## src/rtl/excPkg.sv

```systemverilog
package excPkg;
  typedef enum logic [1:0] {
    SEL_SLOT_ILL = 2'd0,
    SEL_PRIV     = 2'd1,
    SEL_FPU      = 2'd2,
    SEL_FPU_SLOT = 2'd3
  } codeSel_e;

  // decoded facts about the current opcode
  typedef struct packed {
    logic fpGated;
    logic incRm;
    logic decRn;
    logic fpsRead;
  } opClass_t;

  // strobes from control to datapath
  typedef struct packed {
    logic     fire;
    logic     trap;
    codeSel_e codeSel;
    logic     backUp;
    logic     commit;
    logic     incRm;
    logic     decRn;
    logic     fpsRead;
  } ctrlStrb_t;
endpackage

```

## src/rtl/excClassify.sv

```systemverilog
module excClassify
  import excPkg::*;
#(
  parameter logic [3:0] FP_NIB = 4'hF
) (
  input  logic [3:0] opHi,
  input  logic [7:0] opLo,
  output opClass_t   cls
);
  localparam int N_GATED = 8;
  // {bits 15:12, bits 7:0} of each gated system-register transfer
  localparam logic [11:0] GATED_PAT [N_GATED] = '{
    12'h46A, 12'h466, 12'h06A, 12'h462,
    12'h45A, 12'h456, 12'h05A, 12'h452
  };
  localparam int IDX_FPS_LD_MEM  = 1;
  localparam int IDX_FPS_ST_REG  = 2;
  localparam int IDX_FPS_ST_MEM  = 3;
  localparam int IDX_FPUL_LD_MEM = 5;
  localparam int IDX_FPUL_ST_MEM = 7;

  logic [N_GATED-1:0] patHit;
  logic               fpArith;

  for (genvar g = 0; g < N_GATED; g++) begin : gPat
    assign patHit[g] = ({opHi, opLo} == GATED_PAT[g]);
  end

  assign fpArith = (opHi == FP_NIB);

  always_comb begin
    cls.fpGated = fpArith | (|patHit);
    cls.incRm   = patHit[IDX_FPS_LD_MEM] | patHit[IDX_FPUL_LD_MEM];
    cls.decRn   = patHit[IDX_FPS_ST_MEM] | patHit[IDX_FPUL_ST_MEM];
    cls.fpsRead = patHit[IDX_FPS_ST_REG] | patHit[IDX_FPS_ST_MEM];
  end
endmodule

```

## src/rtl/excControl.sv

```systemverilog
module excControl
  import excPkg::*;
(
  input  logic      instValid,
  input  opClass_t  cls,
  input  logic      slotUncond,
  input  logic      slotCond,
  input  logic      slotForbidden,
  input  logic      userMode,
  input  logic      privOp,
  input  logic      fdSet,
  output ctrlStrb_t strb
);
  logic inSlot;
  logic slotHit;
  logic privHit;
  logic fpuHit;
  logic anyTrap;

  assign inSlot  = slotUncond | slotCond;
  assign slotHit = inSlot & slotForbidden;
  assign privHit = userMode & privOp;
  assign fpuHit  = fdSet & cls.fpGated;
  assign anyTrap = slotHit | privHit | fpuHit;

  always_comb begin
    strb.fire    = instValid;
    strb.trap    = anyTrap;
    strb.codeSel = SEL_FPU;
    strb.backUp  = 1'b0;
    if (slotHit) begin
      strb.codeSel = SEL_SLOT_ILL;
      strb.backUp  = 1'b1;
    end else if (privHit) begin
      strb.codeSel = SEL_PRIV;
    end else if (fpuHit) begin
      strb.codeSel = inSlot ? SEL_FPU_SLOT : SEL_FPU;
      strb.backUp  = inSlot;
    end
    strb.commit  = ~anyTrap;
    strb.incRm   = cls.incRm & ~anyTrap;
    strb.decRn   = cls.decRn & ~anyTrap;
    strb.fpsRead = cls.fpsRead & ~anyTrap;
  end
endmodule

```

## src/rtl/excDatapath.sv

```systemverilog
module excDatapath
  import excPkg::*;
#(
  parameter int          PC_W       = 32,
  parameter int          CODE_W     = 12,
  parameter int          FPS_W      = 32,
  parameter int          SLOT_BACK  = 2,
  parameter logic [31:0] FPS_MASK   = 32'h003F_FFFF,
  parameter logic [11:0] CODE_FPU   = 12'h800,
  parameter logic [11:0] CODE_FPU_S = 12'h820,
  parameter logic [11:0] CODE_ILL   = 12'h180,
  parameter logic [11:0] CODE_ILL_S = 12'h1A0
) (
  input  logic              clk,
  input  logic              rstN,
  input  ctrlStrb_t         strb,
  input  logic [PC_W-1:0]   pc,
  input  logic [FPS_W-1:0]  fpStatus,
  output logic              trapValid,
  output logic [CODE_W-1:0] trapCode,
  output logic [PC_W-1:0]   trapPc,
  output logic              commitEn,
  output logic              adjInc,
  output logic              adjDec,
  output logic              fpsRdValid,
  output logic [FPS_W-1:0]  fpsRdData
);
  localparam logic [PC_W-1:0]  BACK_STEP = PC_W'(SLOT_BACK);
  localparam logic [FPS_W-1:0] MASK_W    = FPS_W'(FPS_MASK);

  logic [CODE_W-1:0] codeNext;
  logic [PC_W-1:0]   pcNext;

  always_comb begin
    unique case (strb.codeSel)
      SEL_SLOT_ILL: codeNext = CODE_W'(CODE_ILL_S);
      SEL_PRIV:     codeNext = CODE_W'(CODE_ILL);
      SEL_FPU_SLOT: codeNext = CODE_W'(CODE_FPU_S);
      default:      codeNext = CODE_W'(CODE_FPU);
    endcase
    pcNext = strb.backUp ? (pc - BACK_STEP) : pc;
  end

  always_ff @(posedge clk or negedge rstN) begin
    if (!rstN) begin
      trapValid  <= 1'b0;
      trapCode   <= '0;
      trapPc     <= '0;
      commitEn   <= 1'b0;
      adjInc     <= 1'b0;
      adjDec     <= 1'b0;
      fpsRdValid <= 1'b0;
      fpsRdData  <= '0;
    end else if (strb.fire) begin
      trapValid  <= strb.trap;
      trapCode   <= strb.trap ? codeNext : '0;
      trapPc     <= strb.trap ? pcNext : '0;
      commitEn   <= strb.commit;
      adjInc     <= strb.incRm;
      adjDec     <= strb.decRn;
      fpsRdValid <= strb.fpsRead;
      fpsRdData  <= strb.fpsRead ? (fpStatus & MASK_W) : '0;
    end else begin
      trapValid  <= 1'b0;
      trapCode   <= '0;
      trapPc     <= '0;
      commitEn   <= 1'b0;
      adjInc     <= 1'b0;
      adjDec     <= 1'b0;
      fpsRdValid <= 1'b0;
      fpsRdData  <= '0;
    end
  end
endmodule

```

## src/rtl/excCheckUnit.sv

```systemverilog
module excCheckUnit
  import excPkg::*;
#(
  parameter int PC_W   = 32,
  parameter int SR_W   = 32,
  parameter int FPS_W  = 32,
  parameter int CODE_W = 12,
  parameter int FD_BIT = 15
) (
  input  logic              clk,
  input  logic              rstN,
  input  logic              instValid,
  input  logic [15:0]       opcode,
  input  logic [PC_W-1:0]   pc,
  input  logic              slotUncond,
  input  logic              slotCond,
  input  logic              slotForbidden,
  input  logic              userMode,
  input  logic              privOp,
  input  logic [SR_W-1:0]   statusReg,
  input  logic [FPS_W-1:0]  fpStatus,
  output logic              trapValid,
  output logic [CODE_W-1:0] trapCode,
  output logic [PC_W-1:0]   trapPc,
  output logic              commitEn,
  output logic              adjInc,
  output logic              adjDec,
  output logic              fpsRdValid,
  output logic [FPS_W-1:0]  fpsRdData
);
  opClass_t  cls;
  ctrlStrb_t strb;
  logic      unusedBits;

  // register field and the other status bits play no part here
  assign unusedBits = ^{opcode[11:8], statusReg[SR_W-1:FD_BIT+1], statusReg[FD_BIT-1:0]};

  excClassify uClassify (
    .opHi (opcode[15:12]),
    .opLo (opcode[7:0]),
    .cls  (cls)
  );

  excControl uControl (
    .instValid     (instValid),
    .cls           (cls),
    .slotUncond    (slotUncond),
    .slotCond      (slotCond),
    .slotForbidden (slotForbidden),
    .userMode      (userMode),
    .privOp        (privOp),
    .fdSet         (statusReg[FD_BIT]),
    .strb          (strb)
  );

  excDatapath #(
    .PC_W   (PC_W),
    .CODE_W (CODE_W),
    .FPS_W  (FPS_W)
  ) uDatapath (
    .clk        (clk),
    .rstN       (rstN),
    .strb       (strb),
    .pc         (pc),
    .fpStatus   (fpStatus),
    .trapValid  (trapValid),
    .trapCode   (trapCode),
    .trapPc     (trapPc),
    .commitEn   (commitEn),
    .adjInc     (adjInc),
    .adjDec     (adjDec),
    .fpsRdValid (fpsRdValid),
    .fpsRdData  (fpsRdData)
  );
endmodule

```

## config.mk

```make
export PLATFORM = sky130hd
export DESIGN_NAME = excCheckUnit
export DESIGN_NICKNAME = d
export VERILOG_FILES = /design/src/rtl/excPkg.sv /design/src/rtl/excClassify.sv /design/src/rtl/excControl.sv /design/src/rtl/excDatapath.sv /design/src/rtl/excCheckUnit.sv
export SDC_FILE = /design/constraint.sdc
export NUM_CORES = 1
export LEC_CHECK = 0
export BUFFER_PORTS_ARGS = -buffer_cell sky130_fd_sc_hd__buf_2
export CAP_MARGIN = 5
export CORE_ASPECT_RATIO = 1.4
export CORE_MARGIN = 1
export CORE_UTILIZATION = 42
export DETAILED_ROUTE_END_ITERATION = 8
export PLACE_DENSITY = 0.81
export SETUP_SLACK_MARGIN = 0.4
export SKIP_CTS_REPAIR_TIMING = 1
export SLEW_MARGIN = 20
export SYNTH_ARGS = -nofsm -noshare
export SYNTH_HDL_FRONTEND = slang
export SYNTH_SLANG_ARGS = --single-unit
```

## constraint.sdc

```tcl
create_clock -name clk -period 0.8 [get_ports clk]
set_input_delay 0.08 -clock clk [delete_from_list [all_inputs] [get_ports clk]]
set_output_delay 0.08 -clock clk [all_outputs]
set_load 0.1 [all_outputs]
```

# == Yosys cells after proc, flatten, opt, wreduce, memory -nomap -nowiden ==
# Cells that the tools add are included.
# Widths: inputs -> output; s select.
# totals
rom_bits,0
memories,0
output_inout_bits,81
mem_bits_rw,0
word_cells,54
ff_bits,81
input_bits,120
latch_bits,0
# classes
mul,0
div_mod_pow,0
addsub,1
magnitude_cmp,0
n_bitwise,14
shift,0
n_reduce_logical,2
eq_ne,11
n_mux,18
# op_table
cell,n
$mux 32,4
$eq 12x11->1 const B,6
$pmux 12 s3,1
$sub 32x2->32 const B,1
$eq 12x7->1 const B,2
$mux 12,2
$mux 22,1
$reduce_or 8->1,1
$mux 1,7
$or 1x1->1,7
$and 1x1->1,6
$mux 3,2
$eq 4x4->1 const B,1
$eq 2x1->1 const B,1
$eq 2x2->1 const B,1
$logic_not 2->1,1
$mux 2,1
$not 1->1,1

# == Depth between registers and ports, before layout ==
# Gate-level depths: netlist of run 1.
# depth
ltp_word,11
ltp_mapped,10

# == By module ==
# A second synthesis of run 1 with hierarchy kept.
# unflattened
hier_cells,294
hier_area_um2,3065.4
# modules_own_cells
mod,cells_each,instances,area_per_inst_um2
excDatapath,261,1,2844.0
excClassify,18,1,115.1
excControl,15,1,106.4

# == Worst setup path after synthesis of run 1 ==
# OpenSTA, ideal clock, no wires.
# synth_timing
path_type,input to register
start,in pc[6]
end,reg uDatapath.trapPc[26]
slack_ps,-1544
path_buffers,4
path_stages,9
required_time_ps,722
t_arrival_ps,2266
cell_sequence,or4_1 buf_2 or2_1 buf_6 or3_1 buf_2 buf_6 or4_1 a21oi_1
# synth_between
elab_chain_cells,4
# synth_lines
item,line,text
from (decl),excCheckUnit.sv:14,"input logic [PC_W-1:0] pc,"
$sub 32x2->32,excDatapath.sv:41,pcNext = strb.backUp ? (pc - BACK_STEP) : pc;
$mux 32,excDatapath.sv:41,
$mux 32,excDatapath.sv:57,trapPc <= strb.trap ? pcNext : '0;
$mux 32,excDatapath.sv:54,end else if (strb.fire) begin
to (signal assigned),excDatapath.sv:57,
to (decl),excDatapath.sv:21,"output logic [PC_W-1:0] trapPc,"
# Every way passes these cells.

# == Worst setup path after layout of run 1 ==
# layout_timing
start,in pc[10]
end,reg uDatapath.trapPc[23]
# Same word-level chain as after synthesis.

==> flow_summary.json, run 1 <==
{
  "status": "complete, but fails checks",
  "violations": "hold timing, setup timing",
  "drtAntennaViolNets": 0,
  "grtUsageTotal": 0.289,
  "met3WireLength_mm": 1.42,
  "start_util": 0.439,
  "gp_congestion": 0.857,
  "grt_pass1_vias": 3125,
  "yosysSeqAreaShare": 0.531,
  "clk_path_buf_depth": 2,
  "htreeDepth": 3,
  "worst_pin_slew_ns": 0.552,
  "netlist_instances": 281,
  "grt_max_degree": 31,
  "cts_tree": "done",
  "setup-violations-final": 124,
  "grt_antenna_before_repair": 0,
  "cts.sinks": 62,
  "postSynthAreaPerCell_um2": 10.4,
  "startpoint_type": "input port",
  "crit_required_ns": 1.07,
  "synth_warnings": 0,
  "grt_pass1_wl_mm": 15.7,
  "routed.top_layer": "met4",
  "wl_met1_mm": 4.80,
  "holdWs_ns": -0.392,
  "drive_gt1_frac": 0.738,
  "hold_class": "input port to asynchronous set/reset pin",
  "yosysUniqueCellTypes": 42,
  "n_antenna_cell": 0,
  "p_int_uw": 6320,
  "layout_setup_ws_ns": -1.21,
  "fp.coreArea_um2": 6660,
  "placedCellCount": 560,
  "post-route-period-util": 2.51,
  "rsz0062_at_grt": "true",
  "cp-endpoint": "uDatapath.trapPc[23]$_DFF_PN0_",
  "cp_max_fo": 13,
  "drt_iter0_drc": 340,
  "dp_hpwl_mm": 7.62,
  "die_area_um2": 7300,
  "nFillCells": 177,
  "cts_inserted_buffers": 9,
  "gr-total-overflow": 0,
  "swShare": 0.355,
  "ys_seq_elements": 62,
  "nNetsFinal": 620,
  "leakage_uw": 0.00265,
  "path_clk_slew_ns": 0.08,
  "fmax_mhz": 498,
  "drc": 0,
  "worstSetupPathType": "input port to register",
  "met2_length_mm": 8.19,
  "cts-root-buf": "clkbuf_8",
  "ys.flop_type": "dfrtp_1",
  "firstDrtPassIters": 5,
  "vdd_drop_max_mv": 1.72,
  "fp-row-count": 35,
  "die_w_um": 72.5,
  "endpoint_kind": "register",
  "p_seq_frac": 0.345,
  "synth_area_um2": 2920,
  "layout.cells.non_filler": 596,
  "port-buffer-count": 137,
  "wl_per_cell_um": 26.1,
  "timing_hold_violations_final": 84,
  "synthArstFlopShare": 1.00,
  "dieHeight_um": 101,
  "max_cap_violations": 0,
  "p_switching_uw": 3480,
  "clkPwrFrac": 0.367,
  "arrival_ns": 2.28,
  "vias": 3616,
  "drv_slew": 0,
  "place_area_um2": 5360,
  "io_pins": 201,
  "cp-startpoint": "pc[10]",
  "synth-edff-count": 0,
  "stdcell_area_um2": 6270,
  "syn_to_final_growth_pct": 115,
  "p_per_area_nw_per_um2": 1560,
  "totalWireLength_mm": 15.6,
  "max_slew_margin": 0.628,
  "viasPerCell": 6.07,
  "p_comb_frac": 0.288,
  "min_period_ns": 2.01
}
[worst min-delay path by stage]
stage	startpoint	to	slack (ns)	cells past startpoint
after floorplan	rstN	uDatapath.trapPc[26]$_DFF_PN0_	-0.22	0
after global placement	rstN	uDatapath.fpsRdData[11]$_DFF_PN0_	-0.02	1
after detailed placement	rstN	uDatapath.fpsRdData[9]$_DFF_PN0_	-0.009	1
after CTS	rstN	uDatapath.fpsRdData[10]$_DFF_PN0_	-0.37	1
after global routing	rstN	uDatapath.fpsRdData[4]$_DFF_PN0_	-0.38	1
final	rstN	uDatapath.fpsRdData[4]$_DFF_PN0_	-0.39	1
[synth_stat cells (3+ instances only)]
cell type / count / share of area
nor4_1: 3 / 0.0064
o31ai_1: 17 / 0.044
o21ai_0: 6 / 0.010
nand2_1: 5 / 0.0064
xor2_1: 5 / 0.015
o21ai_1: 3 / 0.0051
dfrtp_1: 62 / 0.53
nand3_1: 3 / 0.0051
o2111ai_1: 3 / 0.0090
a21oi_1: 25 / 0.043
buf_4: 19 / 0.049
nor2_1: 16 / 0.021
or3_1: 14 / 0.030
or2_2: 6 / 0.013
or4_1: 19 / 0.049
inv_1: 5 / 0.0064
nor3_1: 4 / 0.0069
and2_1: 24 / 0.051
clkbuf_1: 10 / 0.013
[power groups by stage]
stage / clock (µW) / sequential (µW) / combinational, µW
after detailed placement: 0 / 3440 / 2440
final: 3590 / 3380 / 2830
after global placement: 0 / 3440 / 2370
after floorplan: 0 / 4100 / 760
after CTS: 3410 / 3370 / 2450
after global routing: 3710 / 3390 / 2880
[layer usage]
layer | vias to the layer above | track usage
li1 | 1418 | -
met1 | 1733 | 0.310
met2 | 348 | 0.559
met5 | - | 0
met4 | 0 | 0.116
met3 | 117 | 0.0340
[cells in the final DEF (no fill, tap or decap), drive strengths merged, types with 8 or more instances in the layout]
cell type	count
a21oi	25
o21ai	9
or4	19
or2	8
conb	18
dfrtp	62
o31ai	17
or3	14
and2	24
buf	218
nor2	16
clkbuf	14
[registers in the layout, summed over array words and instances (netlist names)]
signal	flops
uDatapath.trapValid	1
uDatapath.trapPc	32
uDatapath.trapCode	3
uDatapath.commitEn	1
uDatapath.adjInc	1
uDatapath.adjDec	1
uDatapath.fpsRdData	22
uDatapath.fpsRdValid	1
[layout make-up]
cell class	instances	area [µm²]	share of cell area
inverters	5	21.3	0.00339
clock buffers	9	124	0.0198
flip-flops and latches	62	1770	0.282
multi-input cells	198	1580	0.251
clock inverters	7	123	0.0196
well taps	92	115	0.0184
repair buffers	223	2550	0.406
[through the flow]
stage                     setup slack, ns  setup TNS, ns  power, µW  hold slack [ns]   util
after floorplan                     -1.52         -46.45       4860           -0.216      -
after global placement              -1.53         -55.16       5810          -0.0184  0.805
after detailed placement            -1.59         -59.47       5880         -0.00931  0.805
after CTS                           -1.22         -55.82       9240           -0.371  0.842
after global routing                -1.26         -72.04       9980           -0.380  0.942
final                               -1.21         -69.30       9800           -0.392  0.942
[critical path, cell delays in order]
cell and delay [ns]:
buf_6 0.10, or4_4 0.56, or2_1 0.24, or3_4 0.41, buf_12 0.16, or4_1 0.55, a21oi_1 0.18
[kinds of logic (layout without fill, tap and decap cells)]
| group | count (synthesis) | after routing | synth area share |
|---|---|---|---|
| adders and majority gates | 1 | 1 | 0.00428 |
| AOI/OAI and AO/OA | 63 | 63 | 0.136 |
| DFF | 62 | 62 | 0.531 |
| and+or+nand+nor | 108 | 108 | 0.224 |
| muxes | 1 | 1 | 0.00385 |
| buffers and inverters | 38 | 244 | 0.0792 |
| xor gates and xnor gates | 7 | 7 | 0.0210 |
| other | 1 | 18 | 0.00128 |
Note: power is estimated with default switching activity, not from simulation.
==> inputs of run 2 (changes only) <==
ABC_AREA = 1   (was default)
CORE_UTILIZATION = 45   (was 42)
PLACE_DENSITY = 0.82   (was 0.81)
==> run 2 against run 1 <==
Critical path depth increased by 5. Non-clock buffer count increased by 10. Synthesized cell count increased by 55%. Hold slack gained 0.12 ns. Via count increased by 28%. Clock-buffer cell count up 3. Cell area rose by 9.5%. Sequential cell count did not move. First-iteration DRC count increased by 140%. The flow finishes with violations (DRC, hold timing, setup timing). Critical path type unchanged. Highest routed layer unchanged. Largest cell class unchanged. Utilization decreased by 2.1 points.
==> flow_summary.json, run 2 <==
{
  "yosysUniqueCellTypes": 34,
  "startpoint_type": "input port",
  "top_regs": "uDatapath.trapPc: 32 flops, uDatapath.fpsRdData: 22 flops, uDatapath.trapCode: 3 flops",
  "p_seq_frac": 0.356,
  "drv_slew": 0,
  "fin_util": 0.921,
  "drt_iter0_drc": 821,
  "fmax_mhz": 621,
  "gp_congestion": 0.845,
  "swShare": 0.408,
  "cp_max_fo": 7,
  "synth_top_area_frac": 0.440,
  "firstDrtPassIters": 9,
  "dp_hpwl_mm": 8.70,
  "wl_per_cell_um": 24.8,
  "setup-violations-final": 124,
  "layout_setup_ws_ns": -0.811,
  "cts_inserted_buffers": 9,
  "synthArstFlopShare": 1.00,
  "final_common_cell": "nor2_1",
  "netlist_instances": 436,
  "fp-row-count": 37,
  "timing_hold_violations_final": 78,
  "vdd_drop_max_mv": 1.02,
  "yosysSeqAreaShare": 0.440,
  "p_int_uw": 5700,
  "synth_top_area_cell": "dfrtp_1",
  "port-buffer-count": 137,
  "min_period_ns": 1.61,
  "leakage_uw": 0.00316,
  "grt_pass1_wl_mm": 18.6,
  "ys.flop_type": "dfrtp_1",
  "nNetsFinal": 788,
  "cts_tree": "done",
  "viasPerCell": 6.01,
  "ys_top_cells_by_count": "103 x nor2_1, 62 x dfrtp_1, 59 x nand2_1",
  "rsz0062_at_grt": "true",
  "holdWs_ns": -0.270,
  "cts-root-buf": "clkbuf_8",
  "status": "complete, but fails checks",
  "synth_most_common_cell": "nor2_1",
  "io_pins": 201,
  "start_util": 0.474,
  "dieHeight_um": 107,
  "p_comb_frac": 0.368,
  "synth_warnings": 0,
  "p_per_area_nw_per_um2": 1400,
  "grt_pass1_vias": 3927,
  "grt_max_degree": 63,
  "synth-edff-count": 0,
  "drc": 94,
  "largest_reg_flops": 32,
  "endpoint_kind": "register",
  "syn_to_final_growth_pct": 94.5,
  "violations": "DRC, hold timing, setup timing",
  "synthTopCellsByArea": "dfrtp_1 44%, nor2_1 11%, nor2_4 6.4%",
  "hold_class": "input port to asynchronous set/reset pin",
  "grt_antenna_before_repair": 2,
  "mostFrequentLayoutCells": "86 x nor2_1, 77 x buf_4, 70 x buf_12",
  "drtAntennaViolNets": 0,
  "top_register": "uDatapath.trapPc",
  "totalWireLength_mm": 19.2,
  "clk_path_buf_depth": 2,
  "gr-total-overflow": 0,
  "drive_gt1_frac": 0.609,
  "ys_seq_elements": 62,
  "synth_area_um2": 3530,
  "die_w_um": 76.9,
  "crit_required_ns": 1.10,
  "post-place-ws_ns": -0.883,
  "p_switching_uw": 3930,
  "htreeDepth": 3,
  "path_clk_slew_ns": 0.09,
  "post-route-period-util": 2.01,
  "max_cap_violations": 0,
  "clkPwrFrac": 0.277,
  "postSynthAreaPerCell_um2": 8.10,
  "fp.coreArea_um2": 7450,
  "vias": 4633,
  "arrival_ns": 1.91,
  "grtUsageTotal": 0.296,
  "worstSetupPathType": "input port to register",
  "die_area_um2": 8210,
  "cts.sinks": 62
}
## run 2: cell type report
type,count,area [µm²]
Timing Repair Buffer,233,2630
Multi-Input combinational cell,304,1890
Sequential cell,62,1780
Fill cell,254,587
Inverter,57,274
Clock buffer,12,145
Tap cell,97,121
Clock inverter,4,22.5
Antenna cell,2,5.00
## run 2: logic make-up (layout without fill, tap and decap cells)
| group | after synthesis | after routing | share of synthesized area |
|---|---|---|---|
| other | 1 | 20 | 0.00106 |
| AOI/OAI and AO/OA | 35 | 35 | 0.0546 |
| xor gates and xnor gates | 19 | 19 | 0.0471 |
| adders and majority gates | 1 | 1 | 0.00354 |
| buffers and inverters | 87 | 306 | 0.132 |
| and+or+nand+nor | 231 | 231 | 0.322 |
| DFF | 62 | 62 | 0.440 |
## run 2: worst max-delay path by stage
stage	startpoint	end	slack [ns]
2_1_floorplan	opcode[12]	uDatapath.trapPc[30]$_DFF_PN0_	-0.45
3_3_place_gp	opcode[12]	uDatapath.trapPc[9]$_DFF_PN0_	-0.75
3_5_place_dp	opcode[12]	uDatapath.trapPc[4]$_DFF_PN0_	-0.88
4_1_cts	opcode[12]	uDatapath.trapPc[4]$_DFF_PN0_	-0.49
5_1_grt	opcode[0]	uDatapath.fpsRdData[0]$_DFF_PN0_	-0.94
6_report	opcode[2]	uDatapath.fpsRdData[0]$_DFF_PN0_	-0.81
## run 2: layer usage
layer,GRT usage,share of wire,vias to the layer above
met4,0.180,0.11,0
li1,-,-,1770
met1,0.319,0.30,2089
met3,0.0613,0.12,218
met5,0,0,-
met2,0.529,0.47,556
## run 2: metrics by stage
stage                     hold WS, ns  instances  TNS (ns)  power [µW]  area, µm²
after global routing           -0.255        771    -70.14        9850       6870
after detailed placement        0.113        733    -46.71        6440       6120
after CTS                      -0.269        749    -43.90        8860       6280
final                          -0.270        771    -62.09        9630       6870
after floorplan                -0.216        453    -25.37        5270       4000
after global placement          0.107        733    -41.57        6360       6120
## run 2: power groups by stage
stage | Sequential [µW] | Clock (µW) | Combinational, µW
floorplan | 4240 | 0 | 1030
global placement | 3480 | 0 | 2880
detailed placement | 3480 | 0 | 2960
CTS | 3420 | 2470 | 2970
global route | 3430 | 2780 | 3640
finish | 3430 | 2660 | 3540
## run 2: worst max-delay path, stage by stage
cell and delay (ns):
buf_2 0.12, inv_2 0.07, nand2_1 0.13, nor2_2 0.19, buf_4 0.14, nand2_1 0.05
nor4_1 0.32, a21oi_1 0.14, nor3_4 0.23, inv_4 0.12, buf_4 0.16, nor2_4 0.14
